==> src/rtl/dacc_pkg.sv <==
package dacc_pkg;
  localparam int OPW = 5;

  typedef enum logic [OPW-1:0] {
    OP_NOP   = 5'd0,
    OP_LDSH  = 5'd1,
    OP_ADDSH = 5'd2,
    OP_SUBSH = 5'd3,
    OP_ADDHI = 5'd4,
    OP_SUBHI = 5'd5,
    OP_LDLO  = 5'd6,
    OP_LDHI  = 5'd7,
    OP_CLR   = 5'd8,
    OP_AND   = 5'd9,
    OP_OR    = 5'd10,
    OP_XOR   = 5'd11,
    OP_LDT   = 5'd12,
    OP_MUL   = 5'd13,
    OP_MULI  = 5'd14,
    OP_PMOV  = 5'd15,
    OP_PACC  = 5'd16,
    OP_PSUB  = 5'd17,
    OP_ABS   = 5'd18,
    OP_SATON = 5'd19,
    OP_SATOF = 5'd20,
    OP_OVTST = 5'd21
  } dacc_op_e;

  localparam logic [15:0] STATUS_RESET = 16'hFEFE;
endpackage

==> src/rtl/dacc_operand_align.sv <==
module dacc_operand_align #(
  parameter int DW  = 16,
  parameter int SHW = 4
) (
  input  logic [DW-1:0]   data,
  input  logic [SHW-1:0]  shift,
  output logic [2*DW-1:0] sext_shifted,
  output logic [2*DW-1:0] high_half,
  output logic [2*DW-1:0] zero_ext
);
  localparam int AW = 2 * DW;
  logic [AW-1:0] sext;

  always_comb begin
    sext         = {{DW{data[DW-1]}}, data};
    sext_shifted = sext << shift;
    high_half    = {data, {DW{1'b0}}};
    zero_ext     = {{DW{1'b0}}, data};
  end
endmodule

==> src/rtl/dacc_addsub.sv <==
module dacc_addsub #(
  parameter int AW = 32
) (
  input  logic [AW-1:0] a,
  input  logic [AW-1:0] b,
  input  logic          sub,
  input  logic          sat_en,
  output logic [AW-1:0] result,
  output logic          ovf
);
  localparam logic [AW-1:0] POS_MAX = {1'b0, {(AW-1){1'b1}}};
  localparam logic [AW-1:0] NEG_MIN = {1'b1, {(AW-1){1'b0}}};
  logic [AW-1:0] raw;

  always_comb begin
    raw = sub ? (a - b) : (a + b);
    if (sub) ovf = (a[AW-1] != b[AW-1]) && (raw[AW-1] != a[AW-1]);
    else     ovf = (a[AW-1] == b[AW-1]) && (raw[AW-1] != a[AW-1]);
    if (ovf && sat_en) result = a[AW-1] ? NEG_MIN : POS_MAX;
    else               result = raw;
  end
endmodule

==> src/rtl/dacc_mult.sv <==
module dacc_mult #(
  parameter int DW   = 16,
  parameter int IMMW = 13
) (
  input  logic [DW-1:0]   mcand,
  input  logic [DW-1:0]   data,
  input  logic [IMMW-1:0] imm,
  input  logic            use_imm,
  output logic [2*DW-1:0] product
);
  localparam int AW = 2 * DW;
  localparam logic [AW-1:0] ODD_PROD = {2'b01, {(AW-2){1'b0}}};
  localparam logic [AW-1:0] FIX_PROD = {2'b11, {(AW-2){1'b0}}};

  logic [DW-1:0] imm_ext;
  logic [DW-1:0] mplier;
  logic [AW-1:0] raw;

  generate
    if (IMMW < DW) begin : g_imm_ext
      assign imm_ext = {{(DW-IMMW){imm[IMMW-1]}}, imm};
    end else begin : g_imm_cut
      assign imm_ext = imm[DW-1:0];
    end
  endgenerate

  always_comb begin
    mplier = use_imm ? imm_ext : data;
    raw = $signed({{DW{mcand[DW-1]}}, mcand}) * $signed({{DW{mplier[DW-1]}}, mplier});
    if (!use_imm && raw == ODD_PROD) product = FIX_PROD;
    else                             product = raw;
  end
endmodule

==> src/rtl/dsp_acc_unit.sv <==
module dsp_acc_unit
  import dacc_pkg::*;
#(
  parameter int DW   = 16,
  parameter int SHW  = 4,
  parameter int IMMW = 13
) (
  input  logic            clk,
  input  logic            rst_n,
  input  logic            op_valid,
  input  logic [OPW-1:0]  op_code,
  input  logic [SHW-1:0]  op_shift,
  input  logic [DW-1:0]   op_data,
  input  logic [IMMW-1:0] op_imm,
  output logic [2*DW-1:0] acc_out,
  output logic [DW-1:0]   treg_out,
  output logic [2*DW-1:0] preg_out,
  output logic [15:0]     status_word,
  output logic            acc_neg,
  output logic            acc_zero
);
  localparam int AW = 2 * DW;
  localparam logic [AW-1:0] POS_MAX = {1'b0, {(AW-1){1'b1}}};
  localparam logic [AW-1:0] NEG_MIN = {1'b1, {(AW-1){1'b0}}};

  dacc_op_e op;
  assign op = dacc_op_e'(op_code);

  logic [AW-1:0] acc_q, acc_d, prod_q, prod_d;
  logic [DW-1:0] mc_q, mc_d;
  logic          ov_q, ov_d, sat_q, sat_d;

  logic [AW-1:0] opnd_sh, opnd_hi, opnd_zx;
  logic [AW-1:0] as_b, as_res, mul_res, neg_acc;
  logic          as_sub, as_ovf, is_arith;

  dacc_operand_align #(.DW(DW), .SHW(SHW)) align_i (
    .data(op_data), .shift(op_shift),
    .sext_shifted(opnd_sh), .high_half(opnd_hi), .zero_ext(opnd_zx)
  );

  always_comb begin
    as_sub   = 1'b0;
    as_b     = opnd_sh;
    is_arith = 1'b0;
    case (op)
      OP_ADDSH: begin is_arith = 1'b1; as_b = opnd_sh; end
      OP_SUBSH: begin is_arith = 1'b1; as_b = opnd_sh; as_sub = 1'b1; end
      OP_ADDHI: begin is_arith = 1'b1; as_b = opnd_hi; end
      OP_SUBHI: begin is_arith = 1'b1; as_b = opnd_hi; as_sub = 1'b1; end
      OP_PACC:  begin is_arith = 1'b1; as_b = prod_q; end
      OP_PSUB:  begin is_arith = 1'b1; as_b = prod_q; as_sub = 1'b1; end
      default:  ;
    endcase
  end

  dacc_addsub #(.AW(AW)) addsub_i (
    .a(acc_q), .b(as_b), .sub(as_sub), .sat_en(sat_q),
    .result(as_res), .ovf(as_ovf)
  );

  dacc_mult #(.DW(DW), .IMMW(IMMW)) mult_i (
    .mcand(mc_q), .data(op_data), .imm(op_imm),
    .use_imm(op == OP_MULI), .product(mul_res)
  );

  assign neg_acc = -acc_q;

  always_comb begin
    acc_d  = acc_q;
    prod_d = prod_q;
    mc_d   = mc_q;
    ov_d   = ov_q;
    sat_d  = sat_q;
    if (op_valid) begin
      if (is_arith) begin
        acc_d = as_res;
        if (as_ovf) ov_d = 1'b1;
      end
      case (op)
        OP_LDSH:  acc_d = opnd_sh;
        OP_LDLO:  acc_d = opnd_zx;
        OP_LDHI:  acc_d = opnd_hi;
        OP_CLR:   acc_d = '0;
        OP_AND:   acc_d = acc_q & opnd_zx;
        OP_OR:    acc_d = {acc_q[AW-1:DW], acc_q[DW-1:0] | op_data};
        OP_XOR:   acc_d = {acc_q[AW-1:DW], acc_q[DW-1:0] ^ op_data};
        OP_LDT:   mc_d  = op_data;
        OP_MUL,
        OP_MULI:  prod_d = mul_res;
        OP_PMOV:  acc_d = prod_q;
        OP_ABS: begin
          if (acc_q[AW-1])
            acc_d = (sat_q && neg_acc == NEG_MIN) ? POS_MAX : neg_acc;
        end
        OP_SATON: sat_d = 1'b1;
        OP_SATOF: sat_d = 1'b0;
        OP_OVTST: ov_d  = 1'b0;
        default:  ;
      endcase
    end
  end

  always_ff @(posedge clk or negedge rst_n) begin
    if (!rst_n) begin
      acc_q  <= '0;
      prod_q <= '0;
      mc_q   <= '0;
      ov_q   <= STATUS_RESET[15];
      sat_q  <= STATUS_RESET[14];
    end else begin
      acc_q  <= acc_d;
      prod_q <= prod_d;
      mc_q   <= mc_d;
      ov_q   <= ov_d;
      sat_q  <= sat_d;
    end
  end

  assign acc_out     = acc_q;
  assign preg_out    = prod_q;
  assign treg_out    = mc_q;
  assign status_word = {ov_q, sat_q, STATUS_RESET[13:0]};
  assign acc_neg     = acc_q[AW-1];
  assign acc_zero    = (acc_q == '0);
endmodule

==> config.mk <==
export PLATFORM = sky130hd
export DESIGN_NAME = dsp_acc_unit
export DESIGN_NICKNAME = d
export VERILOG_FILES = /design/src/rtl/dacc_pkg.sv /design/src/rtl/dacc_operand_align.sv /design/src/rtl/dacc_addsub.sv /design/src/rtl/dacc_mult.sv /design/src/rtl/dsp_acc_unit.sv
export SDC_FILE = /design/constraint.sdc
export NUM_CORES = 1
export LEC_CHECK = 0
export ABC_CLOCK_PERIOD_IN_PS = 6840
export BUFFER_PORTS_ARGS = -buffer_cell sky130_fd_sc_hd__buf_2
export CORE_MARGIN = 2
export CORE_UTILIZATION = 50
export CTS_CLUSTER_SIZE = 12
export DETAILED_ROUTE_END_ITERATION = 8
export GPL_ROUTABILITY_DRIVEN = 0
export PLACE_DENSITY_LB_ADDON = 0.08
export REMOVE_ABC_BUFFERS = 1
export SLEW_MARGIN = 20
export SYNTH_ARGS = -nofsm -noshare
export SYNTH_HDL_FRONTEND = slang
export SYNTH_SLANG_ARGS = --single-unit
==> constraint.sdc <==
create_clock -name clk -period 6.84 [get_ports clk]
set_input_delay 1.368 -clock clk [delete_from_list [all_inputs] [get_ports clk]]
set_output_delay 1.368 -clock clk [all_outputs]
set_load 0.05 [all_outputs]
== After elaboration in Yosys (flattened, before gate mapping) ==
Cells that the tools add are included.
Word-level totals
  register bits: 82
  input bits: 41
Cells by class
  add/sub/neg operators: 3
  multipliers: 1
  eq/ne operators: 26
  shift operators: 1
  muxes and demuxes: 17
  bitwise gates (word level): 5
  reductions and logical operators: 20
Operators with widths (count)
  one-hot mux 32 bit (9 select lines): 1
  2-to-1 mux 32 bit: 7
  one-hot mux 32 bit (2 select lines): 1
  == test 5 x 4 -> 1 bit (second input constant): 8
  adder 32 bit: 1
  AND 32 x 16 -> 32 bit: 1
  == test 32 x 31 -> 1 bit (second input constant): 1
  == test 32 bit (second input constant): 1
  logical NOT 32 bit: 1
  multiplier 16 x 16 -> 32 bit: 1
  negation 32 bit: 1
  left shift 32 x 4 -> 32 bit: 1
  subtractor 32 bit: 1
  == test 5 bit (second input constant): 6
  == test 5 x 3 -> 1 bit (second input constant): 4
  2-to-1 mux 16 bit: 1
  bitwise OR 16 bit: 1
  XOR 16 bit: 1
  == test 5 x 2 -> 1 bit (second input constant): 2
  2-to-1 mux 1 bit: 6
  AND reduction 2 bit: 3
  AND reduction 3 bit: 2
  nonzero test 2 bit: 3
  OR reduction 2 bit: 3
  9 further kinds: 15

== Longest topological paths before layout ==
Gate-level depths: netlist of the first run.
  depth in word-level cells: 13
  depth in mapped cells: 33
  depth with buffers taken out: 28

== Hierarchy ==
From an unflattened synthesis of the first run, not the netlist that was laid out.
Unflattened totals
  cell total of the unflattened synthesis: 2639
  area total of the unflattened synthesis: 21878.5 µm²
Modules (own cells, without submodules)
  dacc_mult: instances 1, cells each 1106, area each 10203.5 µm², sequential area each 0.0 µm²
  dsp_acc_unit: instances 1, cells each 948, area each 7362.1 µm², sequential area each 2054.5 µm²
  dacc_addsub: instances 1, cells each 372, area each 2755.1 µm², sequential area each 0.0 µm²
  dacc_operand_align: instances 1, cells each 213, area each 1557.7 µm², sequential area each 0.0 µm²

== Worst setup path after synthesis of the first run ==
No wires, ideal clock.
  path type: in2reg
  from: input port op_code[2]
  to: register prod_q[31] (netlist: preg_out[31])
  arrival time: 9693 ps
  data required time: 6745 ps
  path slack: -2948 ps
  stages: 33
  buffers on the path: 5
  cell sequence: buf_2 clkbuf_1 clkbuf_1 nand2_1 nor3_1 clkbuf_1 nand2_1 o21ai_0 clkbuf_1 nand2_1 fa_1 inv_1 fa_1 inv_1 fa_1 inv_1 fa_1 fa_1 inv_1 fa_1 inv_1 ha_1 a21o_1 a21oi_1 o21ai_0 o21ai_1 a21oi_1 or3_1 a211oi_1 o21ai_0 or4_1 or4_1 o31ai_1
On the way
  cells in the longest elaborated chain, start to end: 6
  elaborated cells between the ends (all ways): 10
  those cells by class: mul (1); eq/ne (3); mux (2); reduce/logical (4)
Ends and longest elaborated chain
  start: declaration: RTL line dsp_acc_unit.sv:11  | input logic [OPW-1:0] op_code,
  == test 5 x 4 -> 1 bit: RTL line dsp_acc_unit.sv:64, dsp_acc_unit.sv:80
  2-to-1 mux 16 bit: RTL line dacc_mult.sv:28  | mplier = use_imm ? imm_ext : data;
  multiplier 16 x 16 -> 32 bit: RTL line dacc_mult.sv:29  | raw = $signed({{DW{mcand[DW-1]}}, mcand}) * $signed({{DW{mplier[DW-1]}}, mplier});
  == test 32 x 31 -> 1 bit: RTL line dacc_mult.sv:30  | if (!use_imm && raw == ODD_PROD) product = FIX_PROD;
  logical AND 1 bit: RTL line dacc_mult.sv:30
  2-to-1 mux 32 bit: RTL line dacc_mult.sv:30
  end signal: assignment: RTL line dsp_acc_unit.sv:113  | prod_q <= prod_d;
  end: declaration: RTL line dsp_acc_unit.sv:29  | logic [AW-1:0] acc_q, acc_d, prod_q, prod_d;
Several ways; a longest one is shown, not always the timed one.
A chain may end at the register's enable or synchronous reset.

== Worst setup path in the final report of the first run ==
  from: input port op_code[0]
  to: register prod_q[31] (netlist: preg_out[31])
Same word-level chain as after synthesis.

==> metrics.md, run 1 <==
| Metric | Value |
|---|---|
| Status | `finished, violations left` |
| Failing checks | `negative setup slack` |
| FF-to-FF setup slack | `-0.16 ns` |
| Die X | `209 um` |
| Unique masters post-synth | `100` |
| Core box area | `41700 sq um` |
| CTS max path bufs | `2` |
| Worst-margin pin slew | `1.07 ns` |
| Antenna violations before repair | `1` |
| Ys flop type | `dfrtp_1` |
| Num ports | `139` |
| Die height | `209 um` |
| Required @ worst endpoint | `7.11 ns` |
| Largest net degree at the start of global routing | `54` |
| Crit-path slowest cell | `fa_2` |
| Share of cells above drive strength 1 | `29.9%` |
| Synth Cell Area | `21000 sq um` |
| Tcrit/Tclk final | `123%` |
| HPWL Detailed | `63700 um` |
| Crit Path Max Fanout | `8` |
| FF+latch count, synth | `82` |
| Total Routing Usage GR | `37.2%` |
| Synth async-reset ratio | `100%` |
| Worst Min Path Start | `ov_q$_DFFE_PN1P_` |
| Number of buffers created by CTS | `9` |
| Worst EP arrival | `8.69 ns` |
| Routed wire length | `81400 um` |
| Fin. Hold Viols | `0` |
| CP endpoint kind | `register` |
| CP Launch Type | `input pin` |
| Slew Limit Fails | `0` |
| First-pass GRT wire length | `126000 um` |
| Root buffer cell | `clkbuf_16` |
| Avg Synthesized Cell Area | `8.27 sq um` |
| Yosys warns | `0` |
| Clk sinks | `82` |
| Clock Latency Late Sink | `0.37 ns` |
| Count of final setup violators | `17` |
| Final ANT Viol Nets | `0` |
| Post-synthesis sequential area ratio | `9.80%` |
| Via-per-instance ratio | `6.26` |
| Worst setup margin | `-1.58 ns` |
| Unrepaired setup endpoints after global routing | `yes` |
| Clock transition at path regs | `0.07 ns` |
| Nets | `3476` |
| Cells after Synth | `2533` |
| Clock skew | `0.0156 ns` |
| Reg2Reg Depth | `20` |
| Diode count | `0` |
| Pre-antenna DRT Iters | `7` |
| Hold path depth | `2` |
| Drc violations | `0` |
| FP Rows | `75` |
| Max Fclk | `119 MHz` |
| Area growth, synth to finish | `29.7%` |
| Number of flops mapped to enable cells by yosys | `0` |
| FF-to-FF Start | `treg_out[9]$_DFFE_PN0P_` |
| Crit path time final | `8.42 ns` |
| Critical Setup Path Class | `input pin to register` |
| CTS tree | `done` |
| Final core occ | `65.2%` |
| Detailed-route via count | `22343` |
| Total grt overflow | `0` |
| First DRT Iteration DRCs | `2783` |
| WL/cell | `22.8 um` |
| Slowest stage delay, CP | `0.60 ns` |
| Hold crit path type | `register to register` |
| Post-place instance area | `25000 sq um` |
| Initial Utilization | `50.3%` |
| Crit. Startpoint | `op_code[0]` |
| Die ar. | `43600 sq um` |
| Number of global-route vias before repair | `22096` |
| Cell mode on critical path | `fa_2` |
| Max-slew headroom | `28.6%` |
| Max-Cap Viols | `0` |
| Post-route cell area | `27200 sq um` |
| Port Buffer Count | `124` |
| Setup TNS | `-12.25 ns` |
| H-Tree Depth | `3` |
metrics by stage:
| stage | hold WS (ns) | worst slack (ns) | std cells |
|---|---|---|---|
| after floorplan | 0.605 | -3.01 | 2374 |
| after global placement | 0.516 | -2.19 | 3483 |
| after detailed placement | 0.523 | -2.52 | 3483 |
| after CTS | 0.529 | -1.62 | 3540 |
| after global routing | 0.538 | -1.77 | 3568 |
| final | 0.531 | -1.58 | 3568 |
per-layer routing:
metal  routed length, um  part of all wire, %  track usage, %  vias up
li1                    -                    -               -     9697
met1               32700                   40            52.1    11015
met2               36200                   44            57.0     1368
met3                8520                   10            6.93      263
met4                3900                  4.8            14.7        0
met5                   0                    0               0        -
cell families (layout without fill, tap and decap cells):
kind of cell / Yosys count / after routing / synth area share [%]
xor+xnor: 117 / 117 / 4.89
compound gates: 658 / 658 / 20.9
buf+inv: 460 / 944 / 8.94
mux: 60 / 60 / 3.88
other cells: 2 / 14 / 0.0358
fa+ha+maj: 411 / 411 / 34.0
simple gates: 743 / 743 / 17.6
flops: 82 / 82 / 9.80
final timing paths:
| path | endpoint |
|---|---|
| max | preg_out[31]$_DFFE_PN0P_ |
| min | ov_q$_DFFE_PN1P_ |
| max reg2reg | preg_out[31]$_DFFE_PN0P_ |
| min reg2reg | ov_q$_DFFE_PN1P_ |
| max in group asynchronous | preg_out[22]$_DFFE_PN0P_ |
| min in group asynchronous | acc_out[6]$_DFFE_PN0P_ |
registers in the layout (all words and copies together) (netlist names):
signal    cells
acc_out      32
ov_q          1
preg_out     32
sat_q         1
treg_out     16
cell usage in the layout, fill, tap and decap left out, types with 17 or more instances in the layout:
cell type,n
nand4_1,17
nand2b_1,19
nor3_1,32
xnor2_1,65
o211ai_1,28
o21ai_0,127
a31oi_1,44
buf_6,45
nand2_1,235
xor2_1,39
buf_2,119
mux2i_1,19
buf_4,454
a221oi_1,25
and2_1,85
nor2b_1,47
a22oi_1,26
inv_1,274
mux2_2,21
a21o_1,40
nor2_1,124
nand3_1,37
fa_1,247
dfrtp_1,80
a21oi_1,122
ha_1,136
worst max-delay path: cells and delay by family:
family	cells	cell delay (ns)
AND/OR/NAND/NOR	4	1.35
buffers and inverters	9	1.12
XOR/XNOR	1	0.17
adder cells (fa/ha/maj)	7	3.26
AO/OA/AOI/OAI	9	1.41
repair_timing:
action / in CTS / in global routing
pin swaps: 70 / 143
gates resized for setup: 131 / 185
setup buffers: 41 / 33
hold buffers: 0 / 0
gates cloned: 2 / 0
hold endpoints to repair: 0 / 0
endpoints found under the setup margin: 50 / 53
cell usage after synthesis, types with 9 or more instances:
cell	instances	area, sq um
o31ai_1	17	128
o21ai_0	156	781
o21a_1	11	82.6
nand2_1	256	961
inv_1	286	1070
fa_1	263	5270
nand2b_1	20	125
buf_2	16	80.1
mux2_2	25	282
nor3_1	39	195
buf_4	20	150
o211ai_1	28	210
a31oi_1	45	282
a222oi_1	10	100
nand3_1	42	210
o2111ai_1	11	96.3
a22oi_1	26	195
mux4_2	12	270
a21o_1	41	308
and2_1	95	594
dfrtp_1	80	2000
a211o_1	9	78.8
o22ai_1	13	81.3
or3_1	14	87.6
nand4_1	17	106
o21bai_1	13	97.6
mux2i_1	20	200
a211oi_1	19	143
nor4_1	21	131
nor2_1	127	477
and3_1	16	100
a221oi_1	25	219
clkbuf_1	122	458
xor2_1	43	377
a21oi_1	140	701
ha_1	148	1850
o32ai_1	16	140
xnor2_1	74	648
or2_2	11	68.8
nor2b_1	50	313
final cells by class:
| class | count | area, sq um |
|---|---|---|
| clock buffers | 10 | 229 |
| clock inverters | 6 | 65.1 |
| fillers | 3560 | 14500 |
| inverters | 289 | 1080 |
| multi-input cells | 2003 | 18200 |
| flip-flops and latches | 82 | 2050 |
| well taps | 539 | 674 |
| repair buffers | 639 | 4890 |
Power of run 1 is left out: the tool's default activity adds up to more than one toggle a clock period on the data nets, which glitch-free logic cannot reach.
==> run 2: changes to the inputs <==
--- a/config.mk
+++ b/config.mk
@@ -6,13 +6,14 @@
 export NUM_CORES = 1
 export LEC_CHECK = 0
 export ABC_CLOCK_PERIOD_IN_PS = 6840
-export BUFFER_PORTS_ARGS = -buffer_cell sky130_fd_sc_hd__buf_2
 export CORE_MARGIN = 2
 export CORE_UTILIZATION = 50
 export CTS_CLUSTER_SIZE = 12
 export DETAILED_ROUTE_END_ITERATION = 8
+export DONT_BUFFER_PORTS = 1
 export GPL_ROUTABILITY_DRIVEN = 0
 export PLACE_DENSITY_LB_ADDON = 0.08
+export RECOVER_POWER = 50
 export REMOVE_ABC_BUFFERS = 1
 export SLEW_MARGIN = 20
 export SYNTH_ARGS = -nofsm -noshare
==> run 2 against run 1 <==
- the run ends with max-capacitance violations, max-slew violations, negative setup slack left
- count of clock-buffer cells in the layout fell by 1
- clock skew fell by 0.0037 ns
- hold slack improved by 0.090 ns
- via count fell by 6.3%
- setup slack improved by 0.30 ns
- wire length fell by 4.9%
- cell area fell by 7.7%
- non-clock buffer count fell by 263
- global-route usage fell by 1.5 points
==> metrics.md, run 2 (synthesis results as in run 1) <==
| Metric | Value |
|---|---|
| Via-per-instance ratio | `6.34 (+1.2%)` |
| Fin. Hold Viols | `0 (unchanged)` |
| Most common cell after layout, fill and taps aside | `buf_4` |
| Tcrit/Tclk final | `119% (-4.4 points)` |
| CTS tree | `done` |
| Share of cells above drive strength 1 | `22.2% (-7.7 points)` |
| Port Buffer Count | `0 (-100%)` |
| Die ar. | `43600 sq um (unchanged)` |
| Worst-margin pin slew | `1.62 ns (+0.550 ns)` |
| Slew Limit Fails | `31 (+31)` |
| Crit-path slowest cell | `fa_1` |
| Clock skew | `0.0119 ns (-0.00369 ns)` |
| CTS max path bufs | `2 (unchanged)` |
| Root buffer cell | `clkbuf_16` |
| Number of buffers created by CTS | `9 (unchanged)` |
| Failing checks | `max-capacitance violations, max-slew violations, negative setup slack` |
| Max-Cap Viols | `1 (+1)` |
| Total grt overflow | `0 (unchanged)` |
| Detailed-route via count | `20944 (-6.3%)` |
| Clock transition at path regs | `0.07 ns (about the same)` |
| WL/cell | `23.4 um (+2.7%)` |
| Slowest stage delay, CP | `0.55 ns (-0.05 ns)` |
| CP endpoint kind | `register` |
| Placed cells | `3232 (-7.2%)` |
| Crit Path Max Fanout | `21 (+13)` |
| Placement Setup Slack | `-2.16 ns (+0.351 ns)` |
| Commonest non-fill, non-tap cells in the layout | `buf_4, inv_1, fa_1` |
| Initial Utilization | `50.3% (unchanged)` |
| Routed wire length | `77400 um (-4.9%)` |
| Area growth, synth to finish | `19.7%` |
| Total Routing Usage GR | `35.6% (-1.5 points)` |
| Count of final setup violators | `16 (-1)` |
| Final ANT Viol Nets | `0 (unchanged)` |
| Die height | `209 um (unchanged)` |
| Setup TNS | `-10.20 ns (+2.04 ns)` |
| Clk sinks | `82 (unchanged)` |
| H-Tree Depth | `3 (unchanged)` |
| Unrepaired setup endpoints after global routing | `yes` |
| Number of global-route vias before repair | `20839 (-5.7%)` |
| Critical Setup Path Class | `input pin to register` |
| Status | `finished, violations left` |
| First DRT Iteration DRCs | `2256 (-19%)` |
| FP Rows | `75 (unchanged)` |
| CP Launch Type | `input pin` |
| First-pass GRT wire length | `121000 um (-4.2%)` |
| HPWL Detailed | `61300 um (-3.7%)` |
| Die X | `209 um (unchanged)` |
| Antenna violations before repair | `2 (+1)` |
| Finished Layout Cells | `3306 (-7.3%)` |
| Hold crit path type | `register to register` |
| Max Fclk | `123 MHz (+3.7%)` |
| Nets | `3213 (-7.6%)` |
| CTS Hold Buffers Added | `0 (unchanged)` |
| Core box area | `41700 sq um (unchanged)` |
| Required @ worst endpoint | `7.12 ns (about the same)` |
| Pre-antenna DRT Iters | `9 (+2)` |
| Drc violations | `0 (unchanged)` |
| Largest net degree at the start of global routing | `83 (+54%)` |
| Worst setup margin | `-1.28 ns (+0.298 ns)` |
| Worst EP arrival | `8.40 ns (-0.29 ns)` |
| Cell mode on critical path | `fa_1` |
| Post-route cell area | `25100 sq um (-7.7%)` |
| Clock Latency Late Sink | `0.37 ns (about the same)` |
| Crit path time final | `8.12 ns (-0.298 ns)` |
| Post-place instance area | `23400 sq um (-6.3%)` |
| Num ports | `139 (unchanged)` |
| Max-slew headroom | `-7.95% (-37 points)` |
-- run 2: cell types whose count changed in the layout (fill, tap and decap cells not counted), sizes merged --
cell,previous run,this run
bufinv,1,0
clkdlybuf4s15,1,2
diode,0,1
clkinvlp,1,2
clkbuf,10,17
buf,638,366
clkinv,6,7
-- run 2: cell type report --
| type | count | area, sq um |
|---|---|---|
| Timing Repair Buffer | 376 | 3040 |
| Fill cell | 3692 | 16600 |
| Sequential cell | 82 | 2060 |
| Antenna cell | 1 | 2.50 |
| Multi-Input combinational cell | 2003 | 17900 |
| Clock buffer | 9 | 225 |
| Tap cell | 539 | 674 |
| Clock inverter | 7 | 55.1 |
| Inverter | 289 | 1080 |
-- run 2: metrics by stage --
stage | hold slack (ns) | utilization [%]
detailed placement | 0.605 | 56.1
finish | 0.621 | 60.2
global placement | 0.584 | 56.1
global route | 0.682 | 60.2
CTS | 0.623 | 58.9
floorplan | 0.605 | -
-- run 2: timing repair --
| action | in CTS | in global routing |
|---|---|---|
| setup buffers | 44 | 16 |
| cloned | 4 | 0 |
| endpoints found under the setup margin | 18 | 48 |
| pin swaps | 85 | 59 |
| gates resized for setup | 135 | 106 |
-- run 2: worst paths after layout --
kind | startpoint | to | slack [ns] | depth (start not counted)
setup / recovery | op_code[4] | preg_out[31]$_DFFE_PN0P_ | -1.28 | 30
hold / removal | treg_out[13]$_DFFE_PN0P_ | treg_out[13]$_DFFE_PN0P_ | 0.62 | 2
setup reg to reg | treg_out[9]$_DFFE_PN0P_ | preg_out[31]$_DFFE_PN0P_ | -0.09 | 20
hold reg to reg | treg_out[13]$_DFFE_PN0P_ | treg_out[13]$_DFFE_PN0P_ | 0.62 | 2
max in group asynchronous | rst_n | sat_q$_DFFE_PN1P_ | 5.96 | 0
min in group asynchronous | rst_n | acc_out[9]$_DFFE_PN0P_ | 0.69 | 0
-- run 2: worst max-delay path, delay by kind of cell --
family	cells	cell delay, ns
adder cells (fa/ha/maj)	7	3.19
AND/OR/NAND/NOR	6	1.67
buffers and inverters	8	0.71
AO/OA/AOI/OAI	9	1.45
-- run 2: per-layer routing --
| layer | GRT usage (%) | vias to the layer above | wire length [um] |
|---|---|---|---|
| met1 | 48.6 | 10398 | 31000 |
| met2 | 55.0 | 1169 | 34500 |
| li1 | - | 9176 | - |
| met4 | 12.8 | 0 | 3260 |
| met5 | 0 | - | 0 |
| met3 | 8.96 | 201 | 8660 |
Power of run 2 is left out for the same reason.
